File: config.mk
export PLATFORM = sky130hd
export DESIGN_NAME = sem_bank
export DESIGN_NICKNAME = d
export VERILOG_FILES = /design/src/rtl/sem_pkg.sv /design/src/rtl/sem_ctrl.sv /design/src/rtl/sem_datapath.sv /design/src/rtl/sem_bank.sv
export SDC_FILE = /design/constraint.sdc
export NUM_CORES = 1
export LEC_CHECK = 0
export ABC_AREA = 1
export BUFFER_PORTS_ARGS = -buffer_cell sky130_fd_sc_hd__buf_2
export CAP_MARGIN = 20
export CORE_ASPECT_RATIO = 0.7
export CORE_UTILIZATION = 50
export CTS_CLUSTER_DIAMETER = 80
export DETAILED_ROUTE_END_ITERATION = 6
export PLACE_DENSITY = 0.86
export SLEW_MARGIN = 10
export SYNTH_ARGS = -nofsm -noshare
export SYNTH_HDL_FRONTEND = slang
export SYNTH_SLANG_ARGS = --single-unit
File: constraint.sdc
create_clock -name clk -period 1 [get_ports clk]
set_input_delay 0 -clock clk [delete_from_list [all_inputs] [get_ports clk]]
set_output_delay 0 -clock clk [all_outputs]
set_load 0.01 [all_outputs]
File: src/rtl/sem_pkg.sv
package sem_pkg;
  localparam int SEM_COUNT = 8;
  localparam int SEM_IDX_W = $clog2(SEM_COUNT);

  typedef enum logic [1:0] {
    OWN_NONE  = 2'd0,
    OWN_LEFT  = 2'd1,
    OWN_RIGHT = 2'd2
  } semOwner_t;

  // strobes from the port decoder to the latch datapath
  typedef struct packed {
    logic [SEM_COUNT-1:0] wrLeft;
    logic [SEM_COUNT-1:0] wrRight;
    logic                 valLeft;
    logic                 valRight;
    logic                 capLeft;
    logic                 capRight;
    logic [SEM_IDX_W-1:0] idxLeft;
    logic [SEM_IDX_W-1:0] idxRight;
  } semStrobe_t;
endpackage

File: src/rtl/sem_ctrl.sv
module sem_ctrl
  import sem_pkg::*;
(
  input  logic                 clk,
  input  logic                 rstN,
  input  logic                 leftSemN,
  input  logic                 leftMemN,
  input  logic                 leftRdWrN,
  input  logic [SEM_IDX_W-1:0] leftIdx,
  input  logic                 leftBit,
  input  logic                 rightSemN,
  input  logic                 rightMemN,
  input  logic                 rightRdWrN,
  input  logic [SEM_IDX_W-1:0] rightIdx,
  input  logic                 rightBit,
  output semStrobe_t           strobe
);
  localparam logic [SEM_COUNT-1:0] ONE_HOT0 = {{(SEM_COUNT-1){1'b0}}, 1'b1};

  logic leftAcc, rightAcc, leftRd, rightRd, leftWr, rightWr;
  logic leftRdPrev, rightRdPrev;

  // a bank access needs select low and the memory enable inactive
  assign leftAcc  = !leftSemN && leftMemN;
  assign rightAcc = !rightSemN && rightMemN;
  assign leftRd   = leftAcc && leftRdWrN;
  assign rightRd  = rightAcc && rightRdWrN;
  assign leftWr   = leftAcc && !leftRdWrN;
  assign rightWr  = rightAcc && !rightRdWrN;

  always_ff @(posedge clk or negedge rstN) begin
    if (!rstN) begin
      leftRdPrev  <= 1'b0;
      rightRdPrev <= 1'b0;
    end else begin
      leftRdPrev  <= leftRd;
      rightRdPrev <= rightRd;
    end
  end

  always_comb begin
    strobe.wrLeft   = leftWr  ? (ONE_HOT0 << leftIdx)  : '0;
    strobe.wrRight  = rightWr ? (ONE_HOT0 << rightIdx) : '0;
    strobe.valLeft  = leftBit;
    strobe.valRight = rightBit;
    strobe.capLeft  = leftRd && !leftRdPrev;
    strobe.capRight = rightRd && !rightRdPrev;
    strobe.idxLeft  = leftIdx;
    strobe.idxRight = rightIdx;
  end
endmodule

File: src/rtl/sem_datapath.sv
module sem_datapath
  import sem_pkg::*;
#(
  parameter int DATA_W = 9
) (
  input  logic                 clk,
  input  logic                 rstN,
  input  semStrobe_t           strobe,
  output logic [SEM_COUNT-1:0] ownLeft,
  output logic [SEM_COUNT-1:0] ownRight,
  output logic [DATA_W-1:0]    leftDout,
  output logic [DATA_W-1:0]    rightDout
);
  for (genvar g = 0; g < SEM_COUNT; g++) begin : g_latch
    logic      reqLeft, reqRight, nReqLeft, nReqRight;
    semOwner_t owner, nOwner;

    // a write from a port replaces that port's request bit
    assign nReqLeft  = strobe.wrLeft[g]  ? !strobe.valLeft  : reqLeft;
    assign nReqRight = strobe.wrRight[g] ? !strobe.valRight : reqRight;

    always_comb begin
      unique case (owner)
        OWN_LEFT:  nOwner = nReqLeft  ? OWN_LEFT  : (nReqRight ? OWN_RIGHT : OWN_NONE);
        OWN_RIGHT: nOwner = nReqRight ? OWN_RIGHT : (nReqLeft  ? OWN_LEFT  : OWN_NONE);
        default:   nOwner = nReqLeft  ? OWN_LEFT  : (nReqRight ? OWN_RIGHT : OWN_NONE);
      endcase
    end

    always_ff @(posedge clk or negedge rstN) begin
      if (!rstN) begin
        reqLeft  <= 1'b0;
        reqRight <= 1'b0;
        owner    <= OWN_NONE;
      end else begin
        reqLeft  <= nReqLeft;
        reqRight <= nReqRight;
        owner    <= nOwner;
      end
    end

    assign ownLeft[g]  = (owner == OWN_LEFT);
    assign ownRight[g] = (owner == OWN_RIGHT);
  end

  // read data is captured once per read, from the state before this edge
  always_ff @(posedge clk or negedge rstN) begin
    if (!rstN) begin
      leftDout  <= '1;
      rightDout <= '1;
    end else begin
      if (strobe.capLeft)  leftDout  <= {DATA_W{!ownLeft[strobe.idxLeft]}};
      if (strobe.capRight) rightDout <= {DATA_W{!ownRight[strobe.idxRight]}};
    end
  end
endmodule

File: src/rtl/sem_bank.sv
module sem_bank
  import sem_pkg::*;
#(
  parameter int ADDR_W = 17,
  parameter int DATA_W = 9
) (
  input  logic              clk,
  input  logic              rstN,
  input  logic              leftSemN,
  input  logic              leftMemN,
  input  logic              leftRdWrN,
  input  logic [ADDR_W-1:0] leftAddr,
  input  logic [DATA_W-1:0] leftDin,
  output logic [DATA_W-1:0] leftDout,
  input  logic              rightSemN,
  input  logic              rightMemN,
  input  logic              rightRdWrN,
  input  logic [ADDR_W-1:0] rightAddr,
  input  logic [DATA_W-1:0] rightDin,
  output logic [DATA_W-1:0] rightDout
);
  semStrobe_t           strobe;
  logic [SEM_COUNT-1:0] ownLeft, ownRight;

  // upper address bits and upper data bits play no part in a bank access
  logic unusedBits;
  assign unusedBits = ^{leftAddr[ADDR_W-1:SEM_IDX_W], rightAddr[ADDR_W-1:SEM_IDX_W],
                        leftDin[DATA_W-1:1], rightDin[DATA_W-1:1]};

  sem_ctrl u_ctrl (
    .clk        (clk),
    .rstN       (rstN),
    .leftSemN   (leftSemN),
    .leftMemN   (leftMemN),
    .leftRdWrN  (leftRdWrN),
    .leftIdx    (leftAddr[SEM_IDX_W-1:0]),
    .leftBit    (leftDin[0]),
    .rightSemN  (rightSemN),
    .rightMemN  (rightMemN),
    .rightRdWrN (rightRdWrN),
    .rightIdx   (rightAddr[SEM_IDX_W-1:0]),
    .rightBit   (rightDin[0]),
    .strobe     (strobe)
  );

  sem_datapath #(.DATA_W(DATA_W)) u_dp (
    .clk       (clk),
    .rstN      (rstN),
    .strobe    (strobe),
    .ownLeft   (ownLeft),
    .ownRight  (ownRight),
    .leftDout  (leftDout),
    .rightDout (rightDout)
  );
endmodule

### Word-level counts from Yosys, hierarchy flattened

Cells that the tools add are included.

| cells by class | value |
|---|---|
| order comparisons | 2 |
| equal/unequal tests | 16 |
| shifts and indexed selects | 2 |
| muxes and demuxes | 62 |
| reduce and logical (&&, ||, !) cells | 18 |

Operators by type and width:

| kind | count |
|---|---|
| 2-bit two-way mux | 32 |
| 1-bit two-way mux | 26 |
| 2-bit by 1-bit == test with 1-bit output (second input constant) | 8 |
| 2-bit == test (second input constant) | 8 |
| 8-bit two-way mux | 2 |
| 1-bit by 3-bit left shift with 8-bit output (first input constant) | 2 |
| 1-bit zero test | 10 |
| 1-bit logical AND | 8 |
| 3-bit by 4-bit less-than comparator with 1-bit output (second input constant) | 2 |
| 1-bit binary-select mux with 3-bit select | 2 |

| word-level totals | value |
|---|---|
| register bits | 36 |
| bits of input ports | 60 |
| output and inout bits | 18 |
| word-level logic and storage cells | 128 |

### Longest topological paths before layout

| depth | value |
|---|---|
| depth after elaboration | 8 |
| gate-level depth with buffers | 9 |
| gate-level depth less buffers | 9 |

### Modules after synthesis

Synthesis repeated with hierarchy kept, for this count alone.

| unflattened totals | value |
|---|---|
| cells, all modules | 260 |
| area total of the unflattened synthesis | 1,956.9 sq um |

Modules (own cells, without submodules):

| module | instances | cells each | area each (sq um) | seq. area each (sq um) |
|---|---|---|---|---|
| sem_datapath | 1 | 198 | 1,616.6 | 853.3 |
| sem_ctrl | 1 | 62 | 340.3 | 50.0 |

### Least setup slack after synthesis

OpenSTA, ideal clock, no wires.

| timing path | value |
|---|---|
| path kind | input -> register |
| start point | input port leftMemN |
| end point | register u_dp.g_latch[0].owner[0] |
| setup time | 0.117 ns |
| arrival time | 0.764 ns |
| setup slack | 0.120 ns |
| stages | 7 |
| cell sequence | inv_1 -> nor3_4 -> buf_6 -> nand3_2 -> and2_4 -> nand2_2 -> nand2_2 |

| between the ends | value |
|---|---|
| cells in the longest elaborated chain, start to end | 7 |
| elaborated cells between the ends (all ways) | 8 |
| classes of those cells | 6 x mux; 2 x reduce/logical |

RTL lines:

| element | line | source |
|---|---|---|
| from (decl) | sem_bank.sv:10 | `input logic leftMemN,` |
| 1-bit logical AND (*) | sem_ctrl.sv:24 | `assign leftAcc = !leftSemN && leftMemN;` |
| 1-bit logical AND (*) | sem_ctrl.sv:28 | `assign leftWr = leftAcc && !leftRdWrN;` |
| 8-bit two-way mux (*) | sem_ctrl.sv:42 | `strobe.wrLeft = leftWr ? (ONE_HOT0 << leftIdx) : '0;` |
| 1-bit two-way mux (*) | sem_datapath.sv:19 | `assign nReqLeft = strobe.wrLeft[g] ? !strobe.valLeft : reqLeft;` |
| via u_dp.g_latch[0].nReqLeft | sem_datapath.sv:15 | `logic reqLeft, reqRight, nReqLeft, nReqRight;` |
| 1-bit two-way mux | sem_datapath.sv:25 | `OWN_RIGHT: nOwner = nReqRight ? OWN_RIGHT : (nReqLeft ? OWN_LEFT : OWN_NONE);` |
| 2-bit two-way mux | sem_datapath.sv:25 |  |
| 2-bit two-way mux (*) | - |  |
| via u_dp.g_latch[0].nOwner[0] | sem_datapath.sv:16 | `semOwner_t owner, nOwner;` |
| to (signal assigned) | sem_datapath.sv:38 | `owner <= nOwner;` |
| to (decl) | sem_datapath.sv:16 |  |

Mark *: on every way through the listed nets, which the timed path passes. The rest lies on a longest branch.
A chain may end at the register's enable or synchronous reset.

### Worst setup path after layout

| timing path | value |
|---|---|
| start point | register u_dp.g_latch[1].owner[0] |
| end point | register u_dp.leftDout[0] (netlist name) |

| between the ends | value |
|---|---|
| cells in the longest elaborated chain, start to end | 4 |

RTL lines:

| element | line | source |
|---|---|---|
| from (decl) | sem_datapath.sv:16 |  |
| from (signal assigned) | sem_datapath.sv:38 |  |
| 2-bit by 1-bit == test with 1-bit output | sem_datapath.sv:42 | `assign ownLeft[g] = (owner == OWN_LEFT);` |
| 1-bit binary-select mux with 3-bit select | sem_datapath.sv:52 | `if (strobe.capLeft) leftDout <= {DATA_W{!ownLeft[strobe.idxLeft]}};` |
| 1-bit two-way mux (not written as such) | sem_datapath.sv:52 |  |
| 1-bit zero test | sem_datapath.sv:52 |  |

No other way between the ends. The select of a mux whose other input is x is not followed.

==> impl_results.md <==
* CTS root buf: clkbuf_8
* First-pass GRT wire length at around 8 mm
* Pleak at 1.51 nW
* Worst-case reg-to-reg path depth at 8
* PortBufs at 33
* DRT Wirelength at ~4.6 mm
* Antenna-violating nets left at 0
* CP Capture Type: flip-flop
* Share of layout cells above drive strength 1 at between 20% and 30%
* Die W at a little over 80 um
* Worst slew margin at between 70% and 80%
* Vias per cell at roughly 4.7
* Final clock skew at 0.00663 ns
* Yosys warns at 0
* Hold depth at 3
* Nets at 398
* Total Power at 4.24 mW
* Most common cell after layout, fill and taps aside: nand2_1
* Maxcap violations at 0
* Tcrit/Tclk final at 108%
* H-tree Lvls at 2
* Synthesized Nets at between 300 and 400
* DP Wirelength at around 3.5 mm
* Register area share after synthesis at between 40% and 50%
* Required @ worst endpoint at 1.22 ns
* Pwr Density at 1600 nW/um^2
* Mean Syn Cell Area at roughly 7.3 sq um
* Final Hold Vio Count at 0
* Worst Setup Path Type: reg -> reg
* Worst EP arrival at between 1 and 1.5 ns
* Yosys cell types at 24
* Mapped Cells at 295
* Syn Std Cell Area at ~2200 sq um
* Fin crit period at ~1.1 ns
* Gpl congestion at roughly 0.85
* Die area at between 4000 and 5000 sq um
* Vias at around 1800
* Inserted Diodes at 0
* Outcome: finished with violations
* CP startpoint: u_dp.g_latch[1].owner[0]$_DFF_PN0_
* Placed Cells at 371
* Critical path launch point type: flip-flop
* Core area at between 4000 and 5000 sq um
* Clk_lat worst skew at 0.29 ns
* Hold_sp: leftMemN
* Initial DRC Count at 92
* CTS Sinks at 36
* GRT Resource Usage Total at between 20% and 30%
* Setup slack, reg-to-reg at -0.08 ns
* Fmax at roughly 930 MHz
* Starting density of the core at a little over half
* Violated checks: setup timing
* Area delta synth->final at 22.7%
* Num ports at roughly 80
* Finished Layout Cells at a little under 400
* Num rows at 19
* Pin count of the biggest net entering global routing at 21
* Seq cells post-synth at 36
* Total grt overflow at 0
* First-pass iteration count of the detailed router at 4
* Unrepaired setup endpoints after global routing: yes
* Worst slew pin tran at 0.416 ns
* Slew Viols, Final at 0
* Worst setup margin at -0.0789 ns
* RR Startpoint: u_dp.g_latch[1].owner[0]$_DFF_PN0_
* Worst vdd ir at 0.00107 V
* Post-placement cell area at about 2300 sq um
* Die height at between 50 and 60 um
* Final Cell Area at 2640 sq um
* Wire per inst at about 12 um
* Largest fanout on the critical path at 2
* Vias in the first global route at roughly 1800
* Commonest non-fill, non-tap cells in the layout: nand2_1 (93), inv_1 (49), dfrtp_1 (34)
* Initial antenna violation count at 0
* CTS tree: done
* Min-delay worst type: in -> reg
* Clock Tree Buf Depth at 2
* Final Setup Violations at 18
* CTS clk-pin slew, worst paths at ~0.07 ns
* Drc violations at 0
* WHS at ~0.015 ns
* TritonCTS Buffers at 5
[layer usage]
| layer | vias to the layer above | part of all wire [%] | GRT usage [%] | wire length, um |
|---|---|---|---|---|
| li1 | 960 | - | - | - |
| met1 | 810 | 48 | 33.2 | 2240 |
| met2 | 57 | 44 | 34.6 | 2060 |
| met3 | 12 | 5.5 | 5.20 | 253 |
| met4 | 0 | 1.7 | 7.65 | 78 |
| met5 | - | 0 | 0 | 0 |
[stage by stage]
step                      utilization, %   TNS, ns  setup slack (ns)
after detailed placement            58.5   -0.0637           -0.0418
final                               65.7     -1.11           -0.0789
after global placement              58.5  -0.00523          -0.00523
after CTS                           62.5    -0.619           -0.0383
after global routing                65.7     -1.78            -0.134
after floorplan                        -         0             0.120
[report_power, final]
group          switching (mW)  internal [mW]  total, mW
sequential             0.0946           1.68       1.78
combinational           0.745          0.642       1.39
clock                   0.513          0.562       1.07
total                    1.35           2.89       4.24
[worst max-delay path, stage by stage (launching register included)]
cell	delay, ns
dfrtp_1	0.35
inv_2	0.04
buf_4	0.12
nor2_2	0.07
nor2_1	0.04
nor2_1	0.15
nand2_1	0.10
nand3_1	0.08
nand2_1	0.06
[cells by family (layout without fill, tap and decap cells)]
logic type	Yosys count	after routing	synth area share (%)
AOI/OAI and AO/OA	8	8	2.03
and+or+nand+nor	181	181	40.3
DFF	36	36	42.0
buffers and inverters	70	114	15.7
[worst paths after layout]
check,end
max,u_dp.leftDout[0]$_DFFE_PN1P_
min,u_ctrl.leftRdPrev$_DFF_PN0_
max reg2reg,u_dp.leftDout[0]$_DFFE_PN1P_
min reg2reg,u_dp.g_latch[7].reqRight$_DFF_PN0_
max in group asynchronous,u_dp.g_latch[2].owner[0]$_DFF_PN0_
min in group asynchronous,u_dp.g_latch[1].owner[0]$_DFF_PN0_
[sequential cells by signal, summed over array words and instances (netlist names)]
signal and flops:
u_ctrl.leftRdPrev 1, u_dp.g_latch.reqRight 8, u_dp.g_latch.owner 16, u_ctrl.rightRdPrev 1, u_dp.g_latch.reqLeft 8, u_dp.rightDout 1, u_dp.leftDout 1
[cells in the mapped netlist]
| cell | n | area, sq um |
|---|---|---|
| dfrtp_1 | 34 | 851 |
| nand3b_4 | 1 | 20.0 |
| nand2_1 | 95 | 357 |
| nor3_4 | 1 | 16.3 |
| clkbuf_4 | 1 | 7.51 |
| nor4_1 | 2 | 12.5 |
| nand3_1 | 24 | 120 |
| and2_4 | 6 | 52.6 |
| buf_4 | 17 | 128 |
| o21ai_0 | 3 | 15.0 |
| nor2_2 | 2 | 12.5 |
| a21oi_1 | 3 | 15.0 |
| nor3_1 | 2 | 10.0 |
| nand3b_1 | 1 | 7.51 |
| nand3_2 | 7 | 70.1 |
| nand2_2 | 14 | 87.6 |
| nand2b_1 | 2 | 12.5 |
| nor2_1 | 24 | 90.1 |
| o21ai_2 | 1 | 8.76 |
| inv_1 | 50 | 188 |
| buf_6 | 1 | 11.3 |
| dfstp_2 | 2 | 52.6 |
| inv_2 | 1 | 3.75 |
| o21ai_1 | 1 | 5.00 |
[what timing repair did]
| action | CTS | global route |
|---|---|---|
| gates resized for setup | 2 | 23 |
| setup buffers | 1 | 5 |
| hold buffers | 6 | 0 |
| pin swaps | 3 | 5 |
| endpoints found under the setup margin | 20 | 20 |
| cloned | 0 | 0 |
| hold endpoints to repair | 39 | 0 |
[layout make-up]
class / instances / area, sq um
inverter: 51 / 191
sequential: 36 / 903
tap: 52 / 65.1
clock buffer: 8 / 90.1
timing repair buffer: 55 / 465
fill: 337 / 1380
multi-input combinational: 189 / 926
Note: power is estimated with default switching activity, not from simulation.
